### src/rtl/nest_isr_pkg.sv
package nest_isr_pkg;
  localparam int unsigned DEF_LVLS = 8;
  localparam int unsigned DEF_REQS = 4;
endpackage

### src/rtl/isr_pop_unit.sv
module isr_pop_unit #(
  parameter int unsigned NUM_LVL = 8
) (
  input  logic [NUM_LVL-1:0] isr_i,
  output logic [NUM_LVL-1:0] popped_o
);
  // x & (x-1) drops the lowest set bit; zero stays zero
  always_comb popped_o = isr_i & (isr_i - NUM_LVL'(1));
endmodule

### src/rtl/isr_mask_gen.sv
module isr_mask_gen #(
  parameter int unsigned NUM_LVL = 8
) (
  input  logic [NUM_LVL-1:0] isr_i,
  output logic [NUM_LVL-1:0] mask_o
);
  logic [NUM_LVL:0] seen;
  assign seen[0] = 1'b0;
  for (genvar g = 0; g < NUM_LVL; g++) begin : g_chain
    assign seen[g+1] = seen[g] | isr_i[g];
  end
  assign mask_o = seen[NUM_LVL:1];
endmodule

### src/rtl/isr_req_filter.sv
module isr_req_filter #(
  parameter int unsigned NUM_LVL = 8,
  parameter int unsigned NUM_REQ = 4,
  localparam int unsigned PRIO_W = $clog2(NUM_LVL)
) (
  input  logic [NUM_LVL-1:0]        mask_i,
  input  logic [NUM_REQ-1:0]        req_i,
  input  logic [NUM_REQ*PRIO_W-1:0] req_prio_i,
  output logic [NUM_REQ-1:0]        req_o
);
  for (genvar g = 0; g < NUM_REQ; g++) begin : g_req
    logic [PRIO_W-1:0] prio;
    assign prio     = req_prio_i[g*PRIO_W +: PRIO_W];
    assign req_o[g] = req_i[g] & ~mask_i[prio];
  end
endmodule

### src/rtl/nest_isr_tracker.sv
module nest_isr_tracker
  import nest_isr_pkg::*;
#(
  parameter int unsigned NUM_LVL = DEF_LVLS,
  parameter int unsigned NUM_REQ = DEF_REQS,
  localparam int unsigned PRIO_W = $clog2(NUM_LVL)
) (
  input  logic                      clk_i,
  input  logic                      rst_ni,
  input  logic                      nest_en_i,
  input  logic                      vec_rd_i,
  input  logic [PRIO_W-1:0]         vec_prio_i,
  input  logic                      wr_i,
  input  logic [NUM_REQ-1:0]        req_i,
  input  logic [NUM_REQ*PRIO_W-1:0] req_prio_i,
  output logic [NUM_LVL-1:0]        isr_o,
  output logic [NUM_LVL-1:0]        mask_o,
  output logic [NUM_REQ-1:0]        req_o
);
  logic [NUM_LVL-1:0] isr_q, popped, after_clr, isr_d;

  isr_pop_unit #(.NUM_LVL(NUM_LVL)) u_pop (
    .isr_i(isr_q), .popped_o(popped)
  );

  // clear first, then set
  always_comb begin
    after_clr = wr_i ? popped : isr_q;
    isr_d     = after_clr;
    if (nest_en_i && vec_rd_i) isr_d[vec_prio_i] = 1'b1;
  end

  always_ff @(posedge clk_i or negedge rst_ni) begin
    if (!rst_ni) isr_q <= '0;
    else         isr_q <= isr_d;
  end

  isr_mask_gen #(.NUM_LVL(NUM_LVL)) u_mask (
    .isr_i(isr_q), .mask_o(mask_o)
  );

  isr_req_filter #(.NUM_LVL(NUM_LVL), .NUM_REQ(NUM_REQ)) u_filt (
    .mask_i(mask_o), .req_i(req_i), .req_prio_i(req_prio_i), .req_o(req_o)
  );

  assign isr_o = isr_q;
endmodule

### config.mk
export PLATFORM = sky130hd
export DESIGN_NAME = nest_isr_tracker
export DESIGN_NICKNAME = d
export VERILOG_FILES = /design/src/rtl/nest_isr_pkg.sv /design/src/rtl/isr_pop_unit.sv /design/src/rtl/isr_mask_gen.sv /design/src/rtl/isr_req_filter.sv /design/src/rtl/nest_isr_tracker.sv
export SDC_FILE = /design/constraint.sdc
export NUM_CORES = 1
export LEC_CHECK = 0
export ABC_AREA = 1
export BUFFER_PORTS_ARGS = -buffer_cell sky130_fd_sc_hd__buf_2
export CORE_MARGIN = 10
export CORE_UTILIZATION = 42
export CTS_CLUSTER_SIZE = 14
export DETAILED_ROUTE_END_ITERATION = 10
export GPL_TIMING_DRIVEN = 0
export PLACE_DENSITY_LB_ADDON = 0.25
export SLEW_MARGIN = 5
export SYNTH_ARGS = -nofsm -noshare
export SYNTH_HDL_FRONTEND = slang
export SYNTH_SLANG_ARGS = --single-unit
### constraint.sdc
create_clock -name clk_i -period 1.6 [get_ports clk_i]
set_input_delay 0.32 -clock clk_i [delete_from_list [all_inputs] [get_ports clk_i]]
set_output_delay 0.32 -clock clk_i [all_outputs]
set_load 0.1 [all_outputs]
==> metrics.txt, run 1 <==
status finished with violations; failing checks setup timing; sequential area share after synthesis 0.281; Mean Syn Cell Area approximately 5.9 um2; Slew Limit Fails 0; Cells after Synth 121; Post-Place Worst Slack -0.445 ns; total DRC errors in the routed layout 0; Die X-Extent 61.2 um; Worst-path clk slew 0.05 ns; post-synthesis xor/xnor area fraction 0; final wirelength roughly 3100 um; port bufs 43; post-synthesis compound-gate area fraction 0.196; CP top delay family simple AND/OR/NAND/NOR gates; Post-Synth Adder-Cell Area 0; WP data arrival 1.67 ns; share of cells above drive strength 1 0.497; DR vias 1058; Slew HR 0.675; num ports 44; fmax 503 MHz; total CTS buffers 3; Worst VDD drop approximately 0.74 mV; Longest Clk Path Bufs 2; sequential share of power 0.180; largest net degree at the start of global routing 9; clock tree root driver cell clkbuf_4; Critical Path Start Type flip-flop; commonest non-fill, non-tap cell in the layout nand2_1; Largest stage delay, worst path 0.49 ns; Setup Skew 0.000277 ns; Worst path slowest cell dfrtp_4; final antenna-violating net count 0; Syn Nets ~150; vias in the first global route 1116; Total GRT Usage 0.164; Clock Power Share 0.127; multiplexer share of the synthesized area 0; fin crit share 1.24; crit end category primary output; drt first pass iters 4; fin cells slightly below 200; chip height 61.2 um; die area 0.00375 mm2; Crit path required time 1.28 ns; Setup CP Type flip-flop to primary output; main combinational cell family by area after synthesis simple AND/OR/NAND/NOR gates; Syn. warnings 0; CP most frequent cell nand2_2; hpwl dp ~2000 um; simple-gate portion of the synthesized area 0.418; fin crit period 1.99 ns; Initial Util 0.457; Core Footprint 0.00156 mm2; Yosys cell types 15; worst hold path type input port to flip-flop; gr ovfl total 0; final core utilization 0.864; worst-skew pair later-pin latency 0.25 ns; PD cells 976 mW/mm2; Critical Path Fanout Max 8; worst slew pin tran a little under 0.5 ns; fin nets between 200 and 250; switching share of total power 0.537; first-pass GRT wire length 4740 um; initial antenna violation count 0; Avg WL per Cell 15.9 um; Sw Pwr about 0.7 mW; final setup violation count 11; power share of the combinational group 0.693; cell-internal power 0.608 mW; Layout fillers 96; H-Tree Depth 1; buffer and inverter count on the worst path 2; sequential cell area 219 um2; crit-path cells nor2_4, nand2_4, inv_4, nand2_2, nand2_2, nand2_2, nor2_4, buf_12; CTS tree done; Area Growth Syn to Fin 88.8%; Clock Sinks 8; most frequent cells in the layout 32 x nand2_1, 28 x buf_2, 16 x inv_1; placed cell count 180; GP Congestion 0.827; RSZ-0062 raised after global routing yes; Post-Syn Area between 700 and 800 um2; final worst setup slack -0.389 ns; antenna diode count 0; Multi-input gate area ~530 um2; Leak between 0.7 and 0.8 nW; drt via density 5.43; DRT iter0 DRCs 30; MaxCap Viol Count 0; FF+latch count, synth 8; Hold Violations, Final 0; max FFs per register 8; row cnt 14
layout make-up:
class,instances,share of cell area
repair buffers,54,0.349
well taps,16,0.0149
multi-input cells,94,0.397
flip-flops and latches,8,0.163
clock buffers,4,0.0195
inverters,18,0.0520
plain buffers,1,0.00558
metrics by stage:
stage	hold slack (ns)	total power, mW	TNS (ns)	area [um2]
2_1_floorplan	0.0244	0.795	-5.62	774
3_3_place_gp	0.165	0.910	-1.90	1010
3_5_place_dp	0.169	0.922	-1.98	1010
4_1_cts	0.303	1.24	-2.16	1250
5_1_grt	0.299	1.37	-2.90	1350
6_report	0.303	1.31	-2.36	1350
layer usage:
layer	share of wire	track usage
met5	0	0
met4	0.014	0.0749
met2	0.53	0.291
met3	0.073	0.0473
met1	0.38	0.176
path summary, 6_finish.rpt:
check / slack [ns] / endpoint / depth (start not counted) / start
hold / removal: 0.30 / isr_o[4]$_DFF_PN0_ / 2 / vec_prio_i[0]
setup / recovery: -0.39 / req_o[1] / 8 / isr_o[1]$_DFF_PN0_
max in group asynchronous: 0.96 / isr_o[1]$_DFF_PN0_ / 2 / rst_ni
hold reg to reg: 0.54 / isr_o[6]$_DFF_PN0_ / 2 / isr_o[6]$_DFF_PN0_
min in group asynchronous: 0.45 / isr_o[0]$_DFF_PN0_ / 2 / rst_ni
setup reg to reg: 0.25 / isr_o[5]$_DFF_PN0_ / 5 / isr_o[1]$_DFF_PN0_
power by group through the flow:
| stage | Sequential, mW | Combinational, mW | Clock (mW) |
|---|---|---|---|
| 2_1_floorplan | 0.323 | 0.472 | 0 |
| 3_3_place_gp | 0.243 | 0.667 | 0 |
| 3_5_place_dp | 0.244 | 0.678 | 0 |
| 4_1_cts | 0.235 | 0.836 | 0.166 |
| 5_1_grt | 0.239 | 0.951 | 0.184 |
| 6_report | 0.236 | 0.911 | 0.167 |
synthesized netlist by cell type:
cell	count	area share
a21oi_1	8	0.056
buf_4	1	0.011
dfrtp_1	8	0.28
inv_1	17	0.089
inv_2	1	0.0053
nand2_1	38	0.20
nand2_4	1	0.016
nand3_1	5	0.035
nand3_2	1	0.014
nor2_1	16	0.084
nor2_4	2	0.032
nor3_1	4	0.028
o21ai_0	14	0.098
o21bai_1	4	0.042
or2_1	1	0.0088
worst register-to-register path, delay by kind of cell, from the launching register on:
| kind | cells | cell delay, ns |
|---|---|---|
| and+or+nand+nor | 2 | 0.32 |
| AOI/OAI and AO/OA | 2 | 0.26 |
| buffers and inverters | 1 | 0.16 |
| DFF | 1 | 0.49 |
kinds of logic (layout without fill, tap and decap cells):
kind of cell | Yosys count | count (layout)
buf+inv | 19 | 77
compound gates | 26 | 26
flops | 8 | 8
simple gates | 68 | 68
timing repair:
action                     in CTS  in global routing
hold buffers                    1                  0
hold endpoints to repair        8                  0
pin swaps                       4                  8
setup endpoints to repair      12                 13
setup buffers                   6                  4
gates resized for setup        45                 21
No activity file was read; power rests on OpenSTA's default activity.
==> run 2: changes to the inputs <==
--- a/config.mk
+++ b/config.mk
@@ -8,7 +8,8 @@
 export ABC_AREA = 1
 export BUFFER_PORTS_ARGS = -buffer_cell sky130_fd_sc_hd__buf_2
 export CORE_MARGIN = 10
-export CORE_UTILIZATION = 42
+export CORE_UTILIZATION = 44
+export CTS_BUF_LIST = sky130_fd_sc_hd__clkbuf_8
 export CTS_CLUSTER_SIZE = 14
 export DETAILED_ROUTE_END_ITERATION = 10
 export GPL_TIMING_DRIVEN = 0
==> metrics.txt, run 2 (synthesis results as in run 1) <==
status finished with violations (unchanged); setup_tns -2.10 ns (was -2.36 ns); CTS tree done (unchanged); final core utilization 0.851 (was 0.864); Avg WL per Cell 15.4 um (was 15.9 um); final worst setup slack -0.337 ns (was -0.389 ns); top routing layer used met4 (unchanged); Worst Reg2Reg Path Length in Cells 6 (was 5); hold slack 0.329 ns (was 0.303 ns); RSZ-0062 raised after global routing yes (unchanged); hold path startpoint vec_prio_i[0] (unchanged); MaxCap Viol Count 0 (unchanged); Critical Path Fanout Max 6 (was 8); Longest Clk Path Bufs 2 (unchanged); most frequent cells in the layout 37 x nand2_1, 30 x buf_2, 16 x inv_1 (was 32 x nand2_1, 28 x buf_2, 16 x inv_1); Clock Sinks 8 (unchanged); DRT iter0 DRCs 36 (was 30); Slew Limit Fails 0 (unchanged); Pwr Total 1.35 mW (was 1.31 mW); Reg2Reg Setup Slack 0.23 ns (was 0.25 ns); final antenna-violating net count 0 (unchanged); GP Congestion 0.857 (was 0.827); total DRC errors in the routed layout 0 (unchanged); hold endpoint isr_o[4]$_DFF_PN0_ (unchanged); fin crit period 1.94 ns (was 1.99 ns); CP most frequent cell nor2_4 (was nand2_2); crit-path cells nor2_4, buf_6, nand3_4, o21bai_1, nor2_1, nor2_4, buf_12 (was nor2_4, nand2_4, inv_4, nand2_2, nand2_2, nand2_2, nor2_4, buf_12); row cnt 14 (unchanged); Hold Violations, Final 0 (unchanged); Critical Path Start Type flip-flop (unchanged); drt via density 5.36 (was 5.43); antenna diode count 0 (unchanged); worst-skew pair later-pin latency 0.23 ns (was 0.25 ns); sequential share of power 0.178 (was 0.180); drt first pass iters 4 (unchanged); port bufs 43 (unchanged); Setup CP Type flip-flop to primary output (unchanged); worst hold path type input port to flip-flop (unchanged); crit end category primary output (unchanged); Sw Pwr 0.709 mW (was 0.705 mW); placed cell count 180 (unchanged); Clock Power Share 0.191 (was 0.127); total CTS buffers 3 (unchanged); initial antenna violation count 0 (unchanged); Leak 0.703 nW (was 0.719 nW); chip height 60.3 um (was 61.2 um); fin crit share 1.21 (was 1.24); Largest stage delay, worst path 0.49 ns (about the same); final setup violation count 10 (was 11); num ports 44 (unchanged); H-Tree Depth 1 (unchanged); first-pass GRT wire length 4390 um (was 4740 um); fmax 516 MHz (was 503 MHz); clock tree root driver cell clkbuf_8 (was clkbuf_4); Worst VDD drop 0.676 mV (was 0.740 mV); R2R Path End isr_o[6]$_DFF_PN0_ (was isr_o[5]$_DFF_PN0_); Total GRT Usage 0.154 (was 0.164); fin cells 192 (was 195); max FFs per register 8 (unchanged); gr ovfl total 0 (unchanged); Die X-Extent 60.3 um (was 61.2 um); worst slew pin tran 0.488 ns (was 0.491 ns); Initial Util 0.468 (was 0.457); Crit path required time 1.28 ns (about the same); commonest non-fill, non-tap cell in the layout nand2_1 (unchanged); Area Growth Syn to Fin 81.8% (was 88.8%); Setup Skew 0.00200 ns (was 0.000277 ns); hpwl dp 1970 um (was 2010 um); PD cells 1040 mW/mm2 (was 976 mW/mm2); vias in the first global route 1012 (was 1116); reg2reg start isr_o[1]$_DFF_PN0_ (unchanged); die area 0.00363 mm2 (was 0.00375 mm2); CP top delay family flip-flops (was simple AND/OR/NAND/NOR gates); failing checks setup timing (unchanged); buffer and inverter count on the worst path 2 (unchanged); met3 WL 310 um (was 227 um); cell-internal power 0.640 mW (was 0.608 mW); Slew HR 0.677 (was 0.675); DR vias 1030 (was 1058); power share of the combinational group 0.631 (was 0.693); switching share of total power 0.526 (was 0.537); wire length on met2 1500 um (was 1650 um); Worst-path clk slew 0.04 ns (was 0.05 ns); Core Footprint 0.00152 mm2 (was 0.00156 mm2); fin nets 201 (was 204); M1 WL 1060 um (was 1170 um); Worst path slowest cell dfrtp_4 (unchanged); share of cells above drive strength 1 0.449 (was 0.497); final wirelength 2950 um (was 3090 um); hold depth 2 (unchanged); WP data arrival 1.62 ns (was 1.67 ns); largest net degree at the start of global routing 9 (unchanged)
## run 2: changes by cell type in the layout (fill, tap and decap cells not counted), moves of 2 or more
cell | before | now
nor3_1 | 1 | 4
nand2_1 | 32 | 37
buf_6 | 5 | 2
clkbuf_4 | 4 | 2
buf_2 | 28 | 30
nor3_2 | 2 | 0
nor2_2 | 3 | 1
buf_4 | 11 | 9
clkbuf_8 | 0 | 3
inv_2 | 1 | 3
nand2_2 | 6 | 0
## run 2: power groups by stage
| stage | logic, mW | registers (mW) | clock network, mW |
|---|---|---|---|
| floorplan | 0.472 | 0.323 | 0 |
| global placement | 0.668 | 0.243 | 0 |
| detailed placement | 0.674 | 0.243 | 0 |
| CTS | 0.806 | 0.237 | 0.254 |
| global route | 0.884 | 0.241 | 0.262 |
| finish | 0.850 | 0.240 | 0.258 |
## run 2: cell type report
class                           count  area [um2]
Multi-Input combinational cell     94         519
Timing Repair Buffer               51         418
Fill cell                          90         228
Sequential cell                     8         219
Inverter                           18        67.6
Clock buffer                        3        41.3
Tap cell                           16        20.0
Buffer                              1        7.51
Clock inverter                      1        3.75
## run 2: metal layers
metal	global-route usage	vias to the layer above
met2	0.276	60
met4	0.0737	0
met5	0	-
met1	0.159	466
met3	0.0424	11
li1	-	493
## run 2: worst max-delay path by stage
| stage | from | to | slack (ns) | cells after the start |
|---|---|---|---|---|
| 4_1_cts | isr_o[0]$_DFF_PN0_ | req_o[0] | -0.31 | 7 |
| 5_1_grt | isr_o[1]$_DFF_PN0_ | req_o[3] | -0.39 | 7 |
| 2_1_floorplan | isr_o[1]$_DFF_PN0_ | req_o[0] | -0.72 | 5 |
| 3_5_place_dp | isr_o[1]$_DFF_PN0_ | req_o[2] | -0.43 | 8 |
| 6_report | isr_o[1]$_DFF_PN0_ | req_o[3] | -0.34 | 7 |
| 3_3_place_gp | isr_o[1]$_DFF_PN0_ | req_o[3] | -0.42 | 8 |
## run 2: repair_timing
action	4_1_cts	5_1_grt
setup endpoints to repair	11	12
endpoints found under the hold margin	8	0
pin swaps	4	2
hold buffers	1	0
gates resized for setup	40	10
buffers inserted	6	2
## run 2: per-stage QoR
stage	cell area (um2)	setup WS, ns
after global routing	1300	-0.393
after detailed placement	1010	-0.434
final	1300	-0.337
after floorplan	774	-0.724
after global placement	1010	-0.422
after CTS	1250	-0.311
==> run 3: changes to the inputs <==
--- a/config.mk
+++ b/config.mk
@@ -12,9 +12,10 @@
 export CTS_BUF_LIST = sky130_fd_sc_hd__clkbuf_8
 export CTS_CLUSTER_SIZE = 14
 export DETAILED_ROUTE_END_ITERATION = 10
-export GPL_TIMING_DRIVEN = 0
 export PLACE_DENSITY_LB_ADDON = 0.25
+export SETUP_SLACK_MARGIN = 0.2
 export SLEW_MARGIN = 5
 export SYNTH_ARGS = -nofsm -noshare
 export SYNTH_HDL_FRONTEND = slang
 export SYNTH_SLANG_ARGS = --single-unit
+export TNS_END_PERCENT = 30
==> metrics.txt, run 3 (synthesis results as in run 1) <==
failing checks setup timing (unchanged); most frequent cells in the layout 34 x nand2_1, 23 x buf_2, 18 x buf_4 (was 37 x nand2_1, 30 x buf_2, 16 x inv_1); GP Congestion 0.895 (was 0.857); Slew HR 0.807 (was 0.677); total DRC errors in the routed layout 0 (unchanged); fin crit period 2.09 ns (was 1.94 ns); status finished with violations (unchanged); WP data arrival 1.77 ns (was 1.62 ns); PD cells 1010 mW/mm2 (was 1040 mW/mm2); final worst setup slack -0.490 ns (was -0.337 ns); Total GRT Usage 0.184 (was 0.154); Hold Violations, Final 0 (unchanged); CTS tree done (unchanged); chip height 60.3 um (unchanged); reg2reg start isr_o[3]$_DFF_PN0_ (was isr_o[1]$_DFF_PN0_); commonest non-fill, non-tap cell in the layout nand2_1 (unchanged); Critical Path Fanout Max 5 (was 6); Largest stage delay, worst path 0.50 ns (was 0.49 ns); power share of the combinational group 0.670 (was 0.631); Post-Place Worst Slack -0.144 ns (was -0.434 ns); clock tree root driver cell clkbuf_8 (unchanged); Die X-Extent 60.3 um (unchanged); final core utilization 0.966 (was 0.851); Setup CP Type flip-flop to primary output (unchanged); Worst path slowest cell dfrtp_4 (unchanged); R2R Path End isr_o[5]$_DFF_PN0_ (was isr_o[6]$_DFF_PN0_); hold path startpoint vec_prio_i[0] (unchanged); switching share of total power 0.520 (was 0.526); fmax 478 MHz (was 516 MHz); MaxCap Viol Count 0 (unchanged); Sw Pwr 0.774 mW (was 0.709 mW); initial antenna violation count 0 (unchanged); Leak 0.765 nW (was 0.703 nW); num ports 44 (unchanged); Worst Reg2Reg Path Length in Cells 6 (unchanged); Crit path required time 1.28 ns (about the same); DRT iter0 DRCs 136 (was 36); share of cells above drive strength 1 0.519 (was 0.449); row cnt 14 (unchanged); final wirelength 4490 um (was 2950 um); hold endpoint isr_o[6]$_DFF_PN0_ (was isr_o[4]$_DFF_PN0_); cell-internal power 0.713 mW (was 0.640 mW); Longest Clk Path Bufs 2 (unchanged); gr ovfl total 0 (unchanged); Worst VDD drop 0.878 mV (was 0.676 mV); H-Tree Depth 1 (unchanged); final setup violation count 11 (was 10); worst slew pin tran 0.286 ns (was 0.488 ns); antenna diode count 0 (unchanged); CP most frequent cell nand2_1 (was nor2_4); fin nets 210 (was 201); Setup Skew 0.00849 ns (was 0.00200 ns); die area 0.00363 mm2 (unchanged); crit end category primary output (unchanged); largest net degree at the start of global routing 9 (unchanged); drt first pass iters 7 (was 4); Clock Sinks 8 (unchanged); max FFs per register 8 (unchanged); Area Growth Syn to Fin 106% (was 81.8%); RSZ-0062 raised after global routing yes (unchanged); drt via density 6.09 (was 5.36); hpwl dp 2250 um (was 1970 um); Avg WL per Cell 22.3 um (was 15.4 um); first-pass GRT wire length 5210 um (was 4390 um); Initial Util 0.468 (unchanged); Critical Path Start Type flip-flop (unchanged); CP top delay family flip-flops (unchanged); final antenna-violating net count 0 (unchanged); Reg2Reg Setup Slack 0.01 ns (was 0.23 ns); total CTS buffers 3 (unchanged); Core Footprint 0.00152 mm2 (unchanged); Clock Power Share 0.171 (was 0.191); port bufs 43 (unchanged); fin crit share 1.31 (was 1.21); DR vias 1224 (was 1030); Worst-path clk slew 0.05 ns (was 0.04 ns); buffer and inverter count on the worst path 2 (unchanged); Slew Limit Fails 0 (unchanged); crit-path cells buf_6, a21oi_1, nand2_1, nand2_1, nand2_2, nor2_4, buf_12 (was nor2_4, buf_6, nand3_4, o21bai_1, nor2_1, nor2_4, buf_12); worst hold path type input port to flip-flop (unchanged); sequential share of power 0.159 (was 0.178); vias in the first global route 1140 (was 1012); hold depth 2 (unchanged); worst-skew pair later-pin latency 0.23 ns (about the same)
[run 3: cell count changes in the layout (fill, tap and decap cells not counted), sizes merged]
cell and delta:
buf +11, clkbuf -2
[run 3: timing repair]
item | 4_1_cts | 5_1_grt
endpoints found under the hold margin | 8 | 0
hold buffers | 1 | 0
pin swaps | 7 | 10
setup endpoints to repair | 17 | 18
setup buffers | 1 | 4
resized for setup | 27 | 22
[run 3: worst max path at each step]
stage,slack [ns],from,to,depth (start not counted)
after floorplan,-0.72,isr_o[1]$_DFF_PN0_,req_o[0],5
after global placement,-0.09,isr_o[3]$_DFF_PN0_,req_o[2],7
after detailed placement,-0.14,isr_o[3]$_DFF_PN0_,req_o[1],7
after CTS,-0.32,isr_o[0]$_DFF_PN0_,req_o[0],7
after global routing,-0.53,isr_o[3]$_DFF_PN0_,req_o[3],7
final,-0.49,isr_o[3]$_DFF_PN0_,req_o[3],7
[run 3: power by group through the flow]
stage	Combinational, mW	Clock, mW	Sequential [mW]
floorplan	0.472	0	0.323
CTS	0.885	0.244	0.232
detailed placement	0.796	0	0.234
global route	1.02	0.260	0.236
global placement	0.784	0	0.233
finish	0.997	0.254	0.236
[run 3: metal layers]
| metal | global-route usage | part of all wire | vias up |
|---|---|---|---|
| met1 | 0.185 | 0.32 | 539 |
| met2 | 0.331 | 0.46 | 129 |
| met5 | 0 | 0 | - |
| li1 | - | - | 514 |
| met4 | 0.0865 | 0.086 | 0 |
| met3 | 0.0593 | 0.13 | 42 |
[run 3: area by class of cell]
class | instances | area (um2)
fill | 35 | 52.6
timing repair buffer | 61 | 579
clock buffer | 3 | 41.3
sequential | 8 | 219
inverter | 18 | 70.1
clock inverter | 1 | 3.75
multi-input combinational | 94 | 538
tap | 16 | 20.0
[run 3: per-stage QoR]
step	cells	hold WS, ns	setup TNS [ns]	instance area [um2]	total power, mW
floorplan	121	0.0244	-5.62	774	0.795
global placement	191	0.165	-0.394	1230	1.02
detailed placement	191	0.172	-0.649	1230	1.03
CTS	197	0.335	-1.97	1380	1.36
global route	201	0.356	-3.91	1470	1.52
finish	201	0.352	-3.37	1470	1.49
